<file path="config.mk">
export PLATFORM = sky130hd
export DESIGN_NAME = shift_unit
export DESIGN_NICKNAME = d
export VERILOG_FILES = /design/src/rtl/shift_pkg.sv /design/src/rtl/shift_core.sv /design/src/rtl/shift_flags.sv /design/src/rtl/shift_unit.sv
export SDC_FILE = /design/constraint.sdc
export NUM_CORES = 1
export LEC_CHECK = 0
export ABC_CLOCK_PERIOD_IN_PS = 2900
export BUFFER_PORTS_ARGS = -buffer_cell sky130_fd_sc_hd__buf_2
export CAP_MARGIN = 10
export CORE_MARGIN = 2
export CORE_UTILIZATION = 46
export DETAILED_ROUTE_END_ITERATION = 10
export PLACE_DENSITY_LB_ADDON = 0.1
export SLEW_MARGIN = 20
export SYNTH_ARGS = -nofsm -noshare
export SYNTH_HDL_FRONTEND = slang
export SYNTH_SLANG_ARGS = --single-unit
</file>
<file path="constraint.sdc">
create_clock -name clk -period 2.9 [get_ports clk]
set_input_delay 0.435 -clock clk [delete_from_list [all_inputs] [get_ports clk]]
set_output_delay 0.435 -clock clk [all_outputs]
set_load 0.1 [all_outputs]
</file>
<file path="src/rtl/shift_pkg.sv">
package shift_pkg;
  typedef enum logic [1:0] {
    SH_LEFT = 2'b00,
    SH_LRIGHT = 2'b01,
    SH_ARIGHT = 2'b10,
    SH_RSVD = 2'b11
  } shift_op_e;

  localparam int FLAG_C = 0;
  localparam int FLAG_Z = 1;
  localparam int FLAG_N = 2;
  localparam int FLAG_V = 3;
  localparam int FLAG_S = 4;
  localparam int FLAG_W = 5;
endpackage

</file>
<file path="src/rtl/shift_core.sv">
module shift_core
  import shift_pkg::*;
#(
  parameter int WIDTH = 8
) (
  input  shift_op_e        op,
  input  logic [WIDTH-1:0] opnd,
  output logic [WIDTH-1:0] res
);
  always_comb begin
    unique case (op)
      SH_LEFT:   res = {opnd[WIDTH-2:0], 1'b0};
      SH_LRIGHT: res = {1'b0, opnd[WIDTH-1:1]};
      SH_ARIGHT: res = {opnd[WIDTH-1], opnd[WIDTH-1:1]};
      default:   res = opnd;
    endcase
  end

  // the sign bit survives an arithmetic right shift
  always_comb begin
    if (op == SH_ARIGHT) begin
      a_r3_sign_kept: assert (res[WIDTH-1] == opnd[WIDTH-1]);
    end
  end
endmodule

</file>
<file path="src/rtl/shift_flags.sv">
module shift_flags
  import shift_pkg::*;
#(
  parameter int WIDTH = 8
) (
  input  shift_op_e         op,
  input  logic [WIDTH-1:0]  opnd,
  input  logic [WIDTH-1:0]  res,
  output logic [FLAG_W-1:0] flags
);
  logic c, n, v;

  always_comb begin
    c = (op == SH_LEFT) ? opnd[WIDTH-1] : opnd[0];
    n = (op == SH_LRIGHT) ? 1'b0 : res[WIDTH-1];
    v = n ^ c;
    flags = '0;
    if (op != SH_RSVD) begin
      flags[FLAG_C] = c;
      flags[FLAG_N] = n;
      flags[FLAG_V] = v;
      flags[FLAG_Z] = ~|res;
      flags[FLAG_S] = n ^ v;
    end
  end

  // a left shift overflows exactly when the top two operand bits differ
  always_comb begin
    if (op == SH_LEFT) begin
      a_r5_left_ovf: assert (flags[FLAG_V] == (opnd[WIDTH-1] ^ opnd[WIDTH-2]));
    end
  end
endmodule

</file>
<file path="src/rtl/shift_unit.sv">
module shift_unit
  import shift_pkg::*;
#(
  parameter int WIDTH = 8,
  parameter bit REGISTERED = 1'b1
) (
  input  logic              clk,
  input  logic              rst,
  input  logic [1:0]        op_i,
  input  logic [WIDTH-1:0]  opnd_i,
  input  logic              wr_en_i,
  output logic [WIDTH-1:0]  res_o,
  output logic [FLAG_W-1:0] flags_o
);
  shift_op_e         op;
  logic [WIDTH-1:0]  nxt_res;
  logic [FLAG_W-1:0] nxt_flags;

  assign op = shift_op_e'(op_i);

  shift_core #(.WIDTH(WIDTH)) u_core (
    .op   (op),
    .opnd (opnd_i),
    .res  (nxt_res)
  );

  shift_flags #(.WIDTH(WIDTH)) u_flags (
    .op    (op),
    .opnd  (opnd_i),
    .res   (nxt_res),
    .flags (nxt_flags)
  );

  generate
    if (REGISTERED) begin : g_reg
      logic [WIDTH-1:0]  res_q;
      logic [FLAG_W-1:0] flags_q;

      always_ff @(posedge clk) begin
        if (rst) begin
          res_q   <= '0;
          flags_q <= '0;
        end else if (wr_en_i) begin
          res_q <= nxt_res;
          if (op != SH_RSVD) flags_q <= nxt_flags;
        end
      end

      assign res_o   = res_q;
      assign flags_o = flags_q;

      // stored overflow agrees with stored negative and carry
      a_r5_v_is_n_xor_c: assert property (@(posedge clk) disable iff (rst)
        $past(wr_en_i && !rst && op_i != 2'b11)
        |-> flags_o[FLAG_V] == (flags_o[FLAG_N] ^ flags_o[FLAG_C]));

      // stored zero flag agrees with stored result
      a_r6_zero_flag: assert property (@(posedge clk) disable iff (rst)
        $past(wr_en_i && !rst && op_i != 2'b11)
        |-> flags_o[FLAG_Z] == (res_o == '0));

      // reserved op passes the operand and keeps flags
      a_r8_rsvd_pass: assert property (@(posedge clk) disable iff (rst)
        $past(wr_en_i && !rst && op_i == 2'b11)
        |-> $stable(flags_o) && res_o == $past(opnd_i));

      // no write, no change
      a_r9_hold: assert property (@(posedge clk) disable iff (rst)
        $past(!wr_en_i && !rst) |-> $stable(res_o) && $stable(flags_o));

      // reset leaves everything clear
      a_r10_reset_clear: assert property (@(posedge clk) disable iff (rst)
        $past(rst) |-> res_o == '0 && flags_o == '0);
    end else begin : g_comb
      assign res_o   = nxt_res;
      assign flags_o = nxt_flags;
    end
  endgenerate
endmodule

</file>
* Yosys cells after proc, flatten, opt, wreduce, memory -nomap -nowiden *
Index checks and enable logic that the tools add are counted.

operators by class
  add/sub/neg operators = 0
  multipliers = 0
  div/mod/pow operators = 0
  magnitude comparators = 0
  eq/ne operators = 3
  shifts and indexed selects = 0
  multiplexer cells = 3
  bitwise gates (word level) = 2
  reductions and logical operators = 4

operators with widths
  kind                  number
  $pmux W8 S3           1
  $reduce_or A8 Y1      1
  $eq A2 B1 Y1 const B  1
  $eq A2 B2 Y1 const B  1
  $logic_not A2 Y1      1
  $mux W1               2
  $ne A2 B2 Y1 const B  1
  $reduce_and A2 Y1     1
  $xor A1 B1 Y1         2
  $logic_not A1 Y1      1

storage, ports and cells
  register bits = 13
  latch bits = 0
  memory bits (writable) = 0
  bits in read-only memories = 0
  bits of input ports = 13
  output and inout port bits = 13
  word-level logic and storage cells = 14
  memories = 0

* Longest topological paths before layout *
  word-level depth = 5
  mapped depth = 6
  depth with buffers taken out = 4

* Cells and area by module *
From an unflattened synthesis, not the netlist that was laid out.

second synthesis, totals
  cells, all modules = 84
  area total of the unflattened synthesis = 844.6 um^2

by module, submodules not included
  module       instances  cells each  area an instance (um^2)  sequential area each (um^2)
  shift_unit   1          47          516.7                    260.2
  shift_core   1          26          254.0                    0.0
  shift_flags  1          11          73.8                     0.0

* Least setup slack after synthesis *
OpenSTA, ideal clock, no wires.

  path kind = flip-flop to output port
  start point = reg g_reg.flags_q[4], in the netlist flags_o[4]
  end point = out flags_o[4]
  arrival time = 1374 ps
  data required time = 2465 ps
  setup slack = 1091 ps
  cell stages (with the launch flop) = 2
  buffers on the path = 1
  path through = dfxtp_1 > buf_4

RTL lines
  element                 RTL line          text
  from (decl)             shift_unit.sv:37  logic [FLAG_W-1:0] flags_q;
  from (signal assigned)  shift_unit.sv:45  if (op != SH_RSVD) flags_q <= nxt_flags;
  to (decl)               shift_unit.sv:13  output logic [FLAG_W-1:0] flags_o

No word-level cell between the ends.

* Worst setup path in the final report *
  start point = reg g_reg.flags_q[1], in the netlist flags_o[1]
  end point = out flags_o[1]

No word-level cell between the ends.

==> impl_metrics.csv <==
group,metric,value,unit
outcome,outcome,"finished clean",
clocking,clock-root-buffer,"sky130_fd_sc_hd__clkbuf_4",
floorplanning,boundaryPins,26,
floorplanning,die_area,2090,µm²
sta,setup_tns,0,ps
place,post-dp-hpwl,1400,µm
yosys,synth-seq-area-share,30.0,%
final_layout,areaGrowthSynthToFinish,14.5,%
final_layout,final_core_utilization,54.3,%
power,combPwrFrac,40.7,%
global_routing,grt_start_max_net_pins,24,
power,power-per-cell-area,513,nW/µm²
final_layout,fin_nets,136,
sta,setup_repair_after_global_routing_missed_its_margin,"false",
sta,slew-limit-headroom,67.8,%
sta,finClkSkew,0,ps
power,p_clk_share,20.6,%
sta,max_freq,676,MHz
floorplanning,initial_core_util,47.4,%
route,detail_route.drc_violations,0,
final_layout,insertedDiodeCount,0,
final_layout,most_common_cell_after_layout_fill_and_taps_aside,"sky130_fd_sc_hd__buf_2",
job,max_cap_viol_count,0,
sta,finalCriticalPeriod,1480,ps
clocking,ctsLongestPathBuffers,2,
yosys,syn_inst,101,
place,port-buffer-count,25,
floorplanning,core.rowCount,15,
clocking,worst_setup_hold_path_clk_slew,70,ps
critical_path,worstSetupPathType,"flop to output pin",
final_layout,fillers,178,
worst_hold_path,hp-class,"flop to flop",
power,leakagePower,0.408,nW
route,post_drt_wl_per_cell,13.1,µm
critical_path,cpLargestDelayFamily,"buffers and inverters",
clocking,cts_setup_buffers,0,
critical_path,critPathSlowestCell,"sky130_fd_sc_hd__buf_2",
floorplanning,chipHeight,45.7,µm
critical_path,path_buf_inv,1,
sta,final-setup-viol-count,0,
clocking,cts-resized-gates,0,
yosys,ys_warn_count,0,
power,internal_power,0.270,mW
sta,postLayoutSetupSlackWorst,1420,ps
yosys,nets_in_the_synthesized_netlist,114,
final_layout,drive_above_1_share,28.1,%
critical_path,end_kind,"output pin",
clocking,cts.sinks,12,
critical_path,arrival,1040,ps
clocking,htree_num_levels,1,
route,finalWirelength,1810,µm
floorplanning,core-area,1690,µm²
global_routing,grt_first_pass_wirelength,2860,µm
clocking,worst_skew_pair_later_pin_latency,260,ps
yosys,yosys_register_bits,12,
route,detailed_route_iter0_violations,13,
floorplanning,die_w,45.7,µm
power,max-vdd-ir-drop,0.000162,V
global_routing,antenna_violations_before_repair,0,
clocking,cts_hold_repair.buffers,0,
sta,whs,482,ps
power,net-switching-power,0.201,mW
place,detailedPlace.worstSlack,1170,ps
place,gp_congestion,0.857,
critical_path,timing.critical_path.cells,"buf_2",
global_routing,overflow,0,
sta,period_share,51.0,%
route,dr_total_vias,774,
yosys,syn-cell-area,801,µm²
critical_path,cp_slowest_stage_delay,430,ps
critical_path,required_time_of_the_worst_setup_path,2470,ps
critical_path,worstSetupStartpointType,"flop",
power,netSwitchingFraction,42.7,%
route,ant_nets,0,
yosys,post_synth.cell_area_avg,7.93,µm²
global_routing,globalRouteTotalUtil,19.4,%
power,sequential_share_of_power,38.7,%
route,detail_route.vias_per_cell,5.61,
global_routing,grt_pass1_vias,626,
final_layout,layout.cells.most_common_list,"sky130_fd_sc_hd__buf_2 (25), sky130_fd_sc_hd__nor2_1 (19), sky130_fd_sc_hd__dfxtp_1 (12), sky130_fd_sc_hd__a211oi_1 (8), sky130_fd_sc_hd__nand2b_1 (5)",
yosys,ys_types,36,
sta,hold_viol,0,
critical_path,worst_path_fanout_max,2,
sta,worstMarginPinSlew,487,ps
sta,drv_slew,0,
clocking,cts_inserted_buffers,3,
clocking,cts_tree,"yes",
route,firstDrtPassIters,4,
[area by class of cell]
cell class / count / area [µm²] / area share [%]
repair buffers: 25 / 125 / 13.6
well taps: 17 / 21.3 / 2.32
multi-input cells: 79 / 500 / 54.6
flip-flops and latches: 12 / 240 / 26.2
inverters: 2 / 7.51 / 0.819
clock buffers: 3 / 22.5 / 2.46
[state kept, by name, summed over array words and instances, names as in the netlist]
| signal | flops |
|---|---|
| res_o | 8 |
| flags_o | 4 |
[cells by family (layout without fill, tap and decap cells)]
| group | count (synthesis) | after routing | share of synthesized area [%] |
|---|---|---|---|
| and+or+nand+nor | 48 | 48 | 33.1 |
| muxes | 3 | 3 | 3.91 |
| buffers and inverters | 10 | 30 | 7.50 |
| AOI/OAI and AO/OA | 27 | 27 | 24.4 |
| DFF | 12 | 12 | 30.0 |
| xor gates and xnor gates | 1 | 1 | 1.09 |
[cells in the mapped netlist, drive strengths merged]
cell | instances | area share, %
nor2 | 19 | 8.9
dfxtp | 12 | 30
a211oi | 8 | 7.5
buf | 7 | 6.1
nand2b | 5 | 3.9
a31oi | 4 | 3.1
nand2 | 4 | 1.9
nor3b | 4 | 3.8
or2 | 4 | 3.4
and3 | 3 | 2.5
o211ai | 3 | 2.8
o31ai | 3 | 2.8
a311oi | 2 | 2.2
inv | 2 | 0.94
mux2i | 2 | 2.5
nand3 | 2 | 1.3
nor2b | 2 | 1.6
nor3 | 2 | 1.3
o21ai | 2 | 1.3
a21oi | 1 | 0.62
a22o | 1 | 1.1
a22oi | 1 | 0.94
a41o | 1 | 1.3
and2 | 1 | 0.78
clkbuf | 1 | 0.47
mux2 | 1 | 1.4
nor4b | 1 | 3.0
o22ai | 1 | 0.78
or2b | 1 | 0.94
xnor2 | 1 | 1.1
[per-layer routing]
metal  global-route usage, %  wire length [µm]  vias to the layer above
met5                       0                 0                        -
met4                    10.9                34                        0
met3                    3.57                73                        4
met2                    27.3               825                       25
met1                    27.4               876                      334
li1                        -                 -                      411
[power by group through the flow]
stage / sequential [mW] / combinational, mW / clock, mW
floorplan: 0.271 / 0.0753 / 0
global placement: 0.185 / 0.190 / 0
detailed placement: 0.186 / 0.192 / 0
CTS: 0.182 / 0.192 / 0.101
global route: 0.183 / 0.204 / 0.109
finish: 0.182 / 0.192 / 0.0971
[metrics by stage]
step                      instance area (µm²)  cells  power, mW
final                                     917    138      0.471
after global routing                      917    138      0.496
after CTS                                 917    138      0.475
after detailed placement                  895    135      0.378
after global placement                    895    135      0.375
after floorplan                           801    101      0.346
[path summary, 6_finish.rpt]
check	depth (start not counted)	startpoint	to	slack, ps
setup / recovery	1	flags_o[1]	flags_o[1]	1420
hold / removal	2	res_o[4]	res_o[4]	480
setup reg to reg	2	flags_o[1]	flags_o[1]	2120
hold reg to reg	2	res_o[4]	res_o[4]	480
Note: power is estimated with default switching activity, not from simulation.
